`src/rtl/baud_timer_pkg.sv`:
```
package baud_timer_pkg;
  localparam int ADDR_W = 3;

  localparam logic [ADDR_W-1:0] A_RLD_LO = 3'd0;
  localparam logic [ADDR_W-1:0] A_RLD_HI = 3'd1;
  localparam logic [ADDR_W-1:0] A_CTRL   = 3'd2;
  localparam logic [ADDR_W-1:0] A_CNT_LO = 3'd3;
  localparam logic [ADDR_W-1:0] A_CNT_HI = 3'd4;

  typedef struct packed {
    logic start;    // load reload value, begin running
    logic countEn;  // step the counter this cycle
    logic capture;  // latch upper count bits into holding register
  } tmrStrobe_t;
endpackage

```
`src/rtl/baud_timer_ctrl.sv`:
```
module baud_timer_ctrl
  import baud_timer_pkg::*;
#(
  parameter int DATA_W = 8,
  parameter int CNT_W  = 12
) (
  input  logic              clk,
  input  logic              rstN,
  input  logic              wrEn,
  input  logic              rdEn,
  input  logic [ADDR_W-1:0] addr,
  input  logic [DATA_W-1:0] wrData,
  input  logic [CNT_W-1:0]  countVal,
  input  logic [CNT_W-DATA_W-1:0] snapHi,
  output logic [DATA_W-1:0] rdData,
  output logic [CNT_W-1:0]  reloadVal,
  output tmrStrobe_t        strobe
);
  localparam int HI_W  = CNT_W - DATA_W;
  localparam int PAD_W = DATA_W - HI_W;

  logic [DATA_W-1:0] reloadLo;
  logic [HI_W-1:0]   reloadHi;
  logic              runQ;
  logic              ctrlWr;

  assign ctrlWr = wrEn && (addr == A_CTRL);

  always_ff @(posedge clk or negedge rstN) begin
    if (!rstN) begin
      reloadLo <= '0;
      reloadHi <= '0;
      runQ     <= 1'b0;
    end else if (wrEn) begin
      case (addr)
        A_RLD_LO: reloadLo <= wrData;
        A_RLD_HI: reloadHi <= wrData[HI_W-1:0];
        A_CTRL:   runQ     <= wrData[0];
        default:  ;
      endcase
    end
  end

  assign reloadVal = {reloadHi, reloadLo};

  always_comb begin
    strobe.start   = ctrlWr && wrData[0];
    strobe.countEn = runQ && !ctrlWr;
    strobe.capture = rdEn && (addr == A_CNT_LO);
  end

  always_comb begin
    case (addr)
      A_RLD_LO: rdData = reloadLo;
      A_RLD_HI: rdData = {{PAD_W{1'b0}}, reloadHi};
      A_CTRL:   rdData = {{(DATA_W-1){1'b0}}, runQ};
      A_CNT_LO: rdData = countVal[DATA_W-1:0];
      A_CNT_HI: rdData = {{PAD_W{1'b0}}, snapHi};
      default:  rdData = '0;
    endcase
  end

  // a start write leaves the run bit set
  p_run_set_r5: assert property (@(posedge clk) disable iff (!rstN)
    (wrEn && addr == A_CTRL && wrData[0]) |=> runQ);

  // a stop write leaves the run bit clear
  p_run_clr_r6: assert property (@(posedge clk) disable iff (!rstN)
    (wrEn && addr == A_CTRL && !wrData[0]) |=> !runQ);

  // upper bits of the held-count read are zero
  p_hi_pad_zero_r7: assert property (@(posedge clk) disable iff (!rstN)
    (addr == A_CNT_HI) |-> (rdData[DATA_W-1:HI_W] == '0));
endmodule

```
`src/rtl/baud_timer_dp.sv`:
```
module baud_timer_dp
  import baud_timer_pkg::*;
#(
  parameter int DATA_W = 8,
  parameter int CNT_W  = 12
) (
  input  logic             clk,
  input  logic             rstN,
  input  tmrStrobe_t       strobe,
  input  logic [CNT_W-1:0] reloadVal,
  output logic [CNT_W-1:0] countVal,
  output logic [CNT_W-DATA_W-1:0] snapHi,
  output logic             tick,
  output logic             baudClk
);
  logic underflow;

  assign underflow = strobe.countEn && (countVal == '0);

  always_ff @(posedge clk or negedge rstN) begin
    if (!rstN) begin
      countVal <= '0;
      tick     <= 1'b0;
      baudClk  <= 1'b0;
    end else begin
      tick <= underflow;
      if (underflow) baudClk <= ~baudClk;
      if (strobe.start)       countVal <= reloadVal;
      else if (underflow)     countVal <= reloadVal;
      else if (strobe.countEn) countVal <= countVal - CNT_W'(1);
    end
  end

  always_ff @(posedge clk or negedge rstN) begin
    if (!rstN)              snapHi <= '0;
    else if (strobe.capture) snapHi <= countVal[CNT_W-1:DATA_W];
  end

  // start copies the reload value
  p_start_load_r5: assert property (@(posedge clk) disable iff (!rstN)
    strobe.start |=> (countVal == $past(reloadVal)));

  // one step down per clock while running and nonzero
  p_step_down_r3: assert property (@(posedge clk) disable iff (!rstN)
    (strobe.countEn && countVal != '0) |=> (countVal == $past(countVal) - CNT_W'(1)));

  // count holds while neither running nor starting
  p_hold_stopped_r6: assert property (@(posedge clk) disable iff (!rstN)
    (!strobe.countEn && !strobe.start) |=> $stable(countVal));

  // baud level changes exactly when a tick is present
  p_baud_follows_tick_r9: assert property (@(posedge clk) disable iff (!rstN)
    tick |-> (baudClk != $past(baudClk)));

  p_baud_steady_r9: assert property (@(posedge clk) disable iff (!rstN)
    !tick |-> $stable(baudClk));
endmodule

```
`src/rtl/baud_reload_timer.sv`:
```
module baud_reload_timer
  import baud_timer_pkg::*;
#(
  parameter int DATA_W = 8,
  parameter int CNT_W  = 12
) (
  input  logic              clk,
  input  logic              rstN,
  input  logic              wrEn,
  input  logic              rdEn,
  input  logic [ADDR_W-1:0] addr,
  input  logic [DATA_W-1:0] wrData,
  output logic [DATA_W-1:0] rdData,
  output logic              tick,
  output logic              baudClk
);
  localparam int HI_W = CNT_W - DATA_W;

  tmrStrobe_t       strobe;
  logic [CNT_W-1:0] reloadVal;
  logic [CNT_W-1:0] countVal;
  logic [HI_W-1:0]  snapHi;

  baud_timer_ctrl #(.DATA_W(DATA_W), .CNT_W(CNT_W)) ctrl_i (
    .clk(clk), .rstN(rstN), .wrEn(wrEn), .rdEn(rdEn), .addr(addr),
    .wrData(wrData), .countVal(countVal), .snapHi(snapHi),
    .rdData(rdData), .reloadVal(reloadVal), .strobe(strobe)
  );

  baud_timer_dp #(.DATA_W(DATA_W), .CNT_W(CNT_W)) dp_i (
    .clk(clk), .rstN(rstN), .strobe(strobe), .reloadVal(reloadVal),
    .countVal(countVal), .snapHi(snapHi), .tick(tick), .baudClk(baudClk)
  );
endmodule

```
`config.mk`:
```
export PLATFORM = sky130hd
export DESIGN_NAME = baud_reload_timer
export DESIGN_NICKNAME = d
export VERILOG_FILES = /design/src/rtl/baud_timer_pkg.sv /design/src/rtl/baud_timer_ctrl.sv /design/src/rtl/baud_timer_dp.sv /design/src/rtl/baud_reload_timer.sv
export SDC_FILE = /design/constraint.sdc
export NUM_CORES = 1
export LEC_CHECK = 0
export BUFFER_PORTS_ARGS = -buffer_cell sky130_fd_sc_hd__buf_4
export CAP_MARGIN = 20
export CORE_ASPECT_RATIO = 1.1
export CORE_UTILIZATION = 50
export DETAILED_ROUTE_END_ITERATION = 10
export PLACE_DENSITY = 0.79
export SYNTH_ARGS = -nofsm -noshare
export SYNTH_HDL_FRONTEND = slang
export SYNTH_SLANG_ARGS = --single-unit
```
`constraint.sdc`:
```
create_clock -name clk -period 2.45 [get_ports clk]
set_clock_uncertainty 0.1 [all_clocks]
set_input_delay 0 -clock clk [delete_from_list [all_inputs] [get_ports clk]]
set_output_delay 0 -clock clk [all_outputs]
set_load 0.03 [all_outputs]
```
# Yosys cells after proc, flatten, opt, wreduce, memory -nomap -nowiden
# Cells that the tools add are included.
[op_classes] n_addsub=1 eq_ne=4 mux=4 bitwise=1 n_reduce_logical=12
[op_table] op="8-bit one-hot mux with 5 select lines" n=1
[op_table] op="12-bit 2-to-1 mux" n=3
[op_table] op="12-bit zero test" n=1
[op_table] op="12-bit by 1-bit subtractor with 12-bit output, second input constant" n=1
[op_table] op="3-bit by 2-bit == test with 1-bit output, second input constant" n=2
[op_table] op="2-bit AND reduction" n=3
[op_table] op="1-bit logical AND" n=5
[op_table] op="3-bit by 1-bit == test with 1-bit output, second input constant" n=1
[op_table] op="3-bit == test, second input constant" n=1
[op_table] op="3-bit zero test" n=1
[op_table] op="3-bit nonzero test" n=1
[op_table] op="1-bit zero test" n=1
[op_table] op="1-bit inverter" n=1
[totals] regBits=31 input_bits=15 output_inout_bits=10 word_cells=29

# Longest topological paths before layout
# Gate-level depths: netlist of run 1.
[depth] depth_word=7 depth_mapped=7 depth_no_buf=7

# Modules after synthesis
# Synthesis of run 1 repeated with hierarchy kept, for this count alone.
[hier_totals] hier_cells=173 hier_area_um2=1876.8
[by_module_without_submodules] module="baud_timer_dp" instances=1 cells_each=109 area_each_um2=1093.5 seq_area_each_um2=450.4
[by_module_without_submodules] module="baud_timer_ctrl" instances=1 cells_each=64 area_each_um2=783.3 seq_area_each_um2=325.3

# Worst setup path after synthesis of run 1
# No wires, ideal clock.
[synth_path] kind="register to register" startpoint="reg dp_i.countVal[0]" endpoint="reg dp_i.countVal[8]" setup_ns=0.094 arrival_ns=1.835 required_ns=2.256 slack_ns=0.422 path_stages_with_launch=8 path_buffers=0 synth_period_minus_slack_ns=2.028 path_cell_list="dfrtp_1 -> inv_1 -> ha_1 -> or3b_4 -> or3_4 -> o31ai_1 -> a211oi_1 -> a221oi_2"
[synth_between] elab_chain_cells=4 word_cells_on_any_way=7 classes_between="add/sub (1); mux (3); reduce/logical (3)"
[synth_lines] item="start, declared" line="baud_timer_dp.sv:11" text="output logic [CNT_W-1:0] countVal,"
[synth_lines] item="start signal, assigned" line="baud_timer_dp.sv:28" text="if (strobe.start) countVal <= reloadVal;"
[synth_lines] item="start signal, assigned" line="baud_timer_dp.sv:29" text="else if (underflow) countVal <= reloadVal;"
[synth_lines] item="start signal, assigned" line="baud_timer_dp.sv:30" text="else if (strobe.countEn) countVal <= countVal - CNT_W'(1);"
[synth_lines] item="12-bit by 1-bit subtractor with 12-bit output / 12-bit zero test (equally long branches)" line="baud_timer_dp.sv:30, baud_timer_dp.sv:18"
[synth_lines] item="12-bit 2-to-1 mux / 1-bit logical AND (equally long branches)" line="baud_timer_dp.sv:30, baud_timer_dp.sv:18"
[synth_lines] item="12-bit 2-to-1 mux" line="baud_timer_dp.sv:29"
[synth_lines] item="12-bit 2-to-1 mux" line="baud_timer_dp.sv:28"
# Several ways; a longest one is shown, not always the timed one. The select of a mux whose other input is x is not followed.
# A chain may end at the register's enable or synchronous reset.

# Worst setup path in the final report of run 1
[layout_path] startpoint="reg dp_i.countVal[1]" endpoint="reg dp_i.countVal[8]"
# Same word-level chain as after synthesis.

==> results of run 1 <==
## stage by stage
stage | hold WS, ns | total power (µW) | utilization, % | setup slack, ns
after floorplan | -0.396 | 1150 | - | 0.422
final | 0.0136 | 1620 | 63.4 | 0.194
after global routing | 0.0433 | 1720 | 63.4 | 0.0719
after global placement | -0.154 | 1290 | 59.2 | 0.375
after CTS | 0.0206 | 1630 | 63.4 | 0.203
after detailed placement | -0.142 | 1320 | 59.2 | 0.245
## cell type report
cell class                 count  area (µm²)  share of cell area (%)
timing repair buffer          35         285                    13.5
tap                           48        60.1                    2.85
sequential                    31         776                    36.8
clock buffer                   7        45.0                    2.13
inverter                       7        26.3                    1.24
multi-input combinational    123         913                    43.3
clock inverter                 1        5.00                   0.237
## registers in the layout (all words and copies together), names as in the netlist
name / count
dp_i.countVal: 12
ctrl_i.reloadLo: 8
ctrl_i.reloadHi: 4
dp_i.snapHi: 4
ctrl_i.runQ: 1
dp_i.baudClk: 1
dp_i.tick: 1
## synth_stat cells (2+ instances only)
library cell / instances / area [µm²]
nand3_1: 3 / 15.0
nor4_1: 2 / 12.5
clkbuf_1: 3 / 11.3
o21ai_0: 7 / 35.0
dfrtp_1: 31 / 776
and3_1: 2 / 12.5
a21oi_1: 4 / 20.0
a211oi_1: 3 / 22.5
nor3_1: 10 / 50.1
inv_1: 6 / 22.5
buf_2: 3 / 15.0
o311ai_0: 2 / 17.5
mux2_2: 14 / 158
a22oi_1: 6 / 45.0
nor2_1: 13 / 48.8
nand2_1: 13 / 48.8
nor2b_1: 3 / 18.8
o31ai_1: 2 / 15.0
ha_1: 2 / 25.0
o221a_2: 2 / 22.5
mux2i_1: 4 / 40.0
o21a_1: 2 / 15.0
## repair_timing
item                      in CTS  in global routing
gates resized for setup        0                  0
hold buffers                   9                  0
hold endpoints to repair      43                  0
## power by group through the flow
stage / sequential, µW / combinational [µW] / clock [µW]
floorplan: 756 / 393 / 0
global placement: 804 / 484 / 0
detailed placement: 815 / 506 / 0
CTS: 804 / 523 / 299
global route: 832 / 569 / 321
finish: 813 / 525 / 286
## routing by layer
metal,GRT usage [%],vias to the layer above
met3,6.88,10
met4,14.6,0
met2,40.4,60
met1,33.2,738
li1,-,704
met5,0,-
## cell families after synthesis
kind of cell               synth area share, %
AOI/OAI and AO/OA                         19.3
xor gates and xnor gates                 0.499
adders and majority gates                 1.43
buffers and inverters                     3.71
DFF                                       44.2
muxes                                     11.3
and+or+nand+nor                           19.5
## worst max-delay path, cell delays in order, from the launching register on
cell and delay, ns:
dfrtp_1 0.42, inv_1 0.12, ha_1 0.20, or3b_4 0.42
or3_4 0.36, o31ai_1 0.25, a211oi_1 0.13, a221oi_2 0.18
## cells in the final DEF (no fill, tap or decap), types with 2 or more instances in the layout
| master | count |
|---|---|
| o21ai_0 | 7 |
| a22oi_1 | 6 |
| and3_1 | 2 |
| o21a_1 | 2 |
| nand2_1 | 13 |
| mux2i_1 | 4 |
| inv_1 | 6 |
| clkbuf_4 | 5 |
| ha_1 | 2 |
| dlygate4sd3_1 | 9 |
| nand3_1 | 3 |
| o31ai_1 | 2 |
| nor2b_1 | 3 |
| nor2_1 | 13 |
| dfrtp_1 | 31 |
| o311ai_0 | 2 |
| mux2_2 | 14 |
| nor3_1 | 10 |
| buf_4 | 26 |
| a211oi_1 | 3 |
| nor4_1 | 2 |
| o221a_2 | 2 |
| a21oi_1 | 4 |
| clkbuf_1 | 2 |
## worst paths after layout
path / end / slack, ns / cells after the start
max in group asynchronous: ctrl_i.reloadHi[2] / 1.95 / 2
setup / recovery: dp_i.countVal[8] / 0.19 / 7
min in group clk: dp_i.snapHi[0] / 0.04 / 3
setup reg to reg: dp_i.countVal[8] / 0.19 / 7
hold reg to reg: dp_i.baudClk / 0.38 / 1
hold / removal: dp_i.countVal[5] / 0.01 / 2
==> out/qor.yml, run 1 <==
dr_wl_met2_um: 2140
detail-route-antenna-nets: 0
core_um2: 3330
clock-sinks: 31
synth.distinct_cells: 54
cp-start-kind: "register"
cts_buffers: 5
grt_pass1_wl_um: 7230
synth-edff-count: 0
intPower_uw: 1010
top_layer: "met4"
ys_warn_count: 0
routedWlPerCell_um: 16.9
p_sw_share_pct: 37.8
maxSlewHeadroom_pct: 69.4
grt_pass1_vias: 1509
ios: 25
route.detailed.drc: 0
postCtsSetupBuffers: 0
cts-root-buf: "clkbuf_4"
hp-class: "input port to async pin"
drive_gt1_share_pct: 30.4
p_clk_share_pct: 17.6
nFillCells: 257
path_class: "register to register"
io_buffers: 24
rows: 22
ys_seq_area_share_pct: 44.2
power_density_nw_per_um2: 769
antenna_cells: 0
gp_congestion: 0.873
min_period_ns: 2.26
grt_use_total_pct: 26.2
tns_ns: 0
final_area_um2: 2110
fmax_mhz: 443
dp_hpwl_um: 3020
switchingPower_uw: 614
synth_area_per_cell_um2: 10.4
cts_buffer_depth: 2
vias_per_cell: 6.00
die_height_um: 64.1
synth_cells: 169
max-cap-violations: 0
irDropWorstVdd_mv: 0.430
cts_tree: "done"
antenna_found_initial: 0
end_kind: "register"
syn-num-nets: 186
drt-pass1-iter-count: 4
fin_crit_sh_pct: 92.1
synthArstFlopShare_pct: 100
area_delta_synth_final_pct: 20.3
wirelength_um: 4260
synth_seq_cells: 31
start_util_pct: 52.7
required_ns: 2.61
clock_latency_ns: 0.34
vias: 1512
slew_viol_final: 0
status: "finished clean"
final_cells: 252
worst_slew_pin_slew_ns: 0.456
wl_met3_um: 236
setup_viol: 0
wl_met1_um: 1780
pwr-share-comb_pct: 32.3
synth_ff_type: "dfrtp_1"
synth_area_um2: 1750
worstPathArrival_ns: 2.41
grt_max_degree: 32
htreeDepth: 2
seqPwrFrac_pct: 50.0
initialDrtViolationCount: 57
dpl.cell_count: 235
p_leak_uw: 0.000900
die_area_um2: 3750
final-hold-violation-count: 0
critPathLaunch: "dp_i.countVal[1]"
r2r_start: "dp_i.countVal[1]"
nNetsFinal: 220
rsz0062_at_grt: "no"
placed_area_um2: 1970
cts.clk_slew.worst_paths_ns: 0.10
overflow: 0
die_w_um: 58.5
crit_path_max_fanout: 5
Power figures use the tool's default switching activity.
==> inputs of run 2 (changes only) <==
--- a/config.mk
+++ b/config.mk
@@ -5,6 +5,7 @@
 export SDC_FILE = /design/constraint.sdc
 export NUM_CORES = 1
 export LEC_CHECK = 0
+export ABC_AREA = 1
 export BUFFER_PORTS_ARGS = -buffer_cell sky130_fd_sc_hd__buf_4
 export CAP_MARGIN = 20
 export CORE_ASPECT_RATIO = 1.1
==> out/qor.yml, run 2 <==
status: "finished clean"
top_register: "dp_i.countVal"
seqPwrFrac_pct: 37.8  # -12 points
grt_pass1_vias: 1759  # +17%
synthArstFlopShare_pct: 100  # unchanged
intPower_uw: 1270  # +26%
clock_latency_ns: 0.33  # about the same
drive_gt1_share_pct: 14.9  # -16 points
cts_buffer_depth: 2  # unchanged
grt_use_total_pct: 25.6  # -0.60 points
critPathLaunch: "dp_i.countVal[0]"
setup_ws_ns: 0.496  # +0.302 ns
syn-num-nets: 284  # +53%
antenna_found_initial: 0  # unchanged
start_util_pct: 53.9  # +1.2 points
drt-pass1-iter-count: 5  # +1
ys_warn_count: 0  # unchanged
reg_top3: "dp_i.countVal x12, ctrl_i.reloadLo x8"
synth_cells: 267  # +58%
nFillCells: 328  # +28%
route.detailed.drc: 0  # unchanged
postCtsSetupBuffers: 0  # unchanged
rsz0062_at_grt: "no"
tns_ns: 0  # unchanged
yosys.area.top_type: "dfrtp_1"
cts.clk_slew.worst_paths_ns: 0.10  # about the same
path_class: "register to register"
crit_top_cell: "nand2_1"
synth_area_per_cell_um2: 6.94  # -33%
worstPathArrival_ns: 2.09  # -0.32 ns
synth.distinct_cells: 23  # -57%
power_density_nw_per_um2: 967  # +26%
grt_max_degree: 32  # unchanged
wirelength_um: 4250  # -0.30%
initialDrtViolationCount: 128  # +120%
synth_ff_type: "dfrtp_1"
synth_top_area_share_pct: 41.9  # -2.4 points
hp-class: "input port to register"
irDropWorstVdd_mv: 0.495  # +15%
routedWlPerCell_um: 12.1  # -28%
cp-start-kind: "register"
synth_area_um2: 1850  # +5.6%
synth.most_common_cell: "nand2_1"
slowest_stage: "o21ai_2"
core_um2: 3440  # +3.3%
rows: 22  # unchanged
cts_buffers: 5  # unchanged
detail-route-antenna-nets: 0  # unchanged
vias_per_cell: 5.10  # -15%
max-cap-violations: 0  # unchanged
dpl_worst_slack_ns: 0.556  # +0.310 ns
worstPathCellList: "inv_1 -> ha_1 -> nand2_1 -> nor2_1 -> nand2_1 -> o21ai_2 -> nand2_1 -> nand3_1 -> nand2_1"
layout_common_cells: "nand2_1 (83), inv_1 (37), dfrtp_1 (31)"
reg2reg_depth: 9  # +2
end_kind: "register"
mostFrequentLayoutCell: "nand2_1"
nNetsFinal: 319  # +45%
ios: 25  # unchanged
io_buffers: 24  # unchanged
die_area_um2: 3950  # +5.5%
ys_seq_area_share_pct: 41.9  # -2.4 points
grt_pass1_wl_um: 7470  # +3.3%
critPathMaxStageDelay_ns: 0.44  # +0.02 ns
synth_commonest_cells: "nand2_1 (83), inv_1 (37), dfrtp_1 (31), nand3_1 (30), nor2_1 (21)"
htreeDepth: 2  # unchanged
vias: 1789  # +18%
fin_crit_sh_pct: 79.8  # -12 points
final-hold-violation-count: 0  # unchanged
required_ns: 2.59  # -0.02 ns
r2r-end: "dp_i.countVal[8]"
setup_viol: 0  # unchanged
area_delta_synth_final_pct: 20.9
maxSlewHeadroom_pct: 64.6  # -4.8 points
crit_path_max_fanout: 12  # +7
p_leak_uw: 0.00119  # +32%
antenna_cells: 0  # unchanged
synth-edff-count: 0  # unchanged
synth_seq_cells: 31  # unchanged
r2r_start: "dp_i.countVal[0]"
largest_reg_flops: 12  # unchanged
switchingPower_uw: 897  # +46%
die_height_um: 65.9  # +2.7%
slew_viol_final: 0  # unchanged
clock-sinks: 31  # unchanged
yosys-top-cells-area: "dfrtp_1 (42%), nand2_1 (17%), nand3_1 (8.1%)"
cts_tree: "done"
cts-root-buf: "clkbuf_4"
gp_congestion: 0.917  # +5.0%
die_w_um: 60.0  # +2.7%
worst_slew_pin_slew_ns: 0.531  # +0.0751 ns
dp_hpwl_um: 3130  # +3.8%
rrSetupSlack_ns: 0.50  # +0.30 ns
p_clk_share_pct: 19.5  # +1.9 points
worstSetupEndpoint: "dp_i.countVal[8]"
min_period_ns: 1.95  # -0.302 ns
pwr-share-comb_pct: 42.7  # +10 points
p_sw_share_pct: 41.4  # +3.6 points
overflow: 0  # unchanged
fmax_mhz: 512  # +15%
==> run 2: per-stage QoR <==
| step | hold slack [ns] | area (µm²) | total power [µW] | instances | util [%] |
|---|---|---|---|---|---|
| finish | 0.0133 | 2240 | 2170 | 351 | 65.1 |
| global route | 0.0328 | 2240 | 2360 | 351 | 65.1 |
| CTS | 0.00978 | 2240 | 2170 | 351 | 65.1 |
| detailed placement | -0.147 | 2060 | 1730 | 334 | 60.0 |
| global placement | -0.148 | 2060 | 1720 | 334 | 60.0 |
| floorplan | -0.396 | 1850 | 1500 | 267 | - |
==> run 2: area by class of cell <==
cell class,count,area (µm²),share of cell area (%)
clock buffers,6,51.3,2.29
clock inverters,2,35.0,1.56
inverters,41,154,6.87
multi-input cells,190,893,39.9
flip-flops and latches,31,776,34.6
well taps,48,60.1,2.68
repair buffers,33,270,12.1
==> run 2: layer usage <==
| metal | wire length (µm) | vias to the layer above | GRT usage (%) | share of wire, % |
|---|---|---|---|---|
| met5 | 0 | - | 0 | 0 |
| met4 | 121 | 0 | 9.30 | 2.8 |
| met3 | 233 | 12 | 7.05 | 5.5 |
| met2 | 1990 | 67 | 42.4 | 47 |
| met1 | 1910 | 793 | 31.5 | 45 |
| li1 | - | 917 | - | - |
==> run 2: power by group through the flow <==
stage / Clock, µW / Sequential, µW / Combinational, µW
floorplan: 0 / 803 / 694
global placement: 0 / 822 / 895
detailed placement: 0 / 825 / 909
CTS: 432 / 816 / 925
global route: 460 / 843 / 1050
finish: 422 / 819 / 924
==> run 2: logic make-up after synthesis <==
kind of cell | synth area share [%]
compound gates | 9.32
xor+xnor | 1.89
fa+ha+maj | 1.35
buf+inv | 9.92
flops | 41.9
simple gates | 35.7
==> run 2: what timing repair did <==
| item | in CTS | in global routing |
|---|---|---|
| endpoints found under the hold margin | 43 | 0 |
| resized for setup | 0 | 0 |
| hold buffers | 9 | 0 |
==> run 2: worst min-delay path by stage <==
stage	start	endpoint	cells after the start
2_1_floorplan	rstN	ctrl_i.reloadHi[0]	0
3_3_place_gp	rstN	dp_i.snapHi[3]	1
3_5_place_dp	rstN	dp_i.snapHi[3]	1
4_1_cts	wrEn	ctrl_i.reloadHi[3]	3
5_1_grt	rdEn	dp_i.snapHi[0]	3
6_report	wrEn	ctrl_i.reloadHi[1]	4
==> run 2: worst max-delay path, delay by kind of cell (launching register included) <==
family / cells / cell delay [ns]
simple gates: 6 / 0.54
compound gates: 1 / 0.44
flops: 1 / 0.41
fa+ha+maj: 1 / 0.21
buf+inv: 1 / 0.17
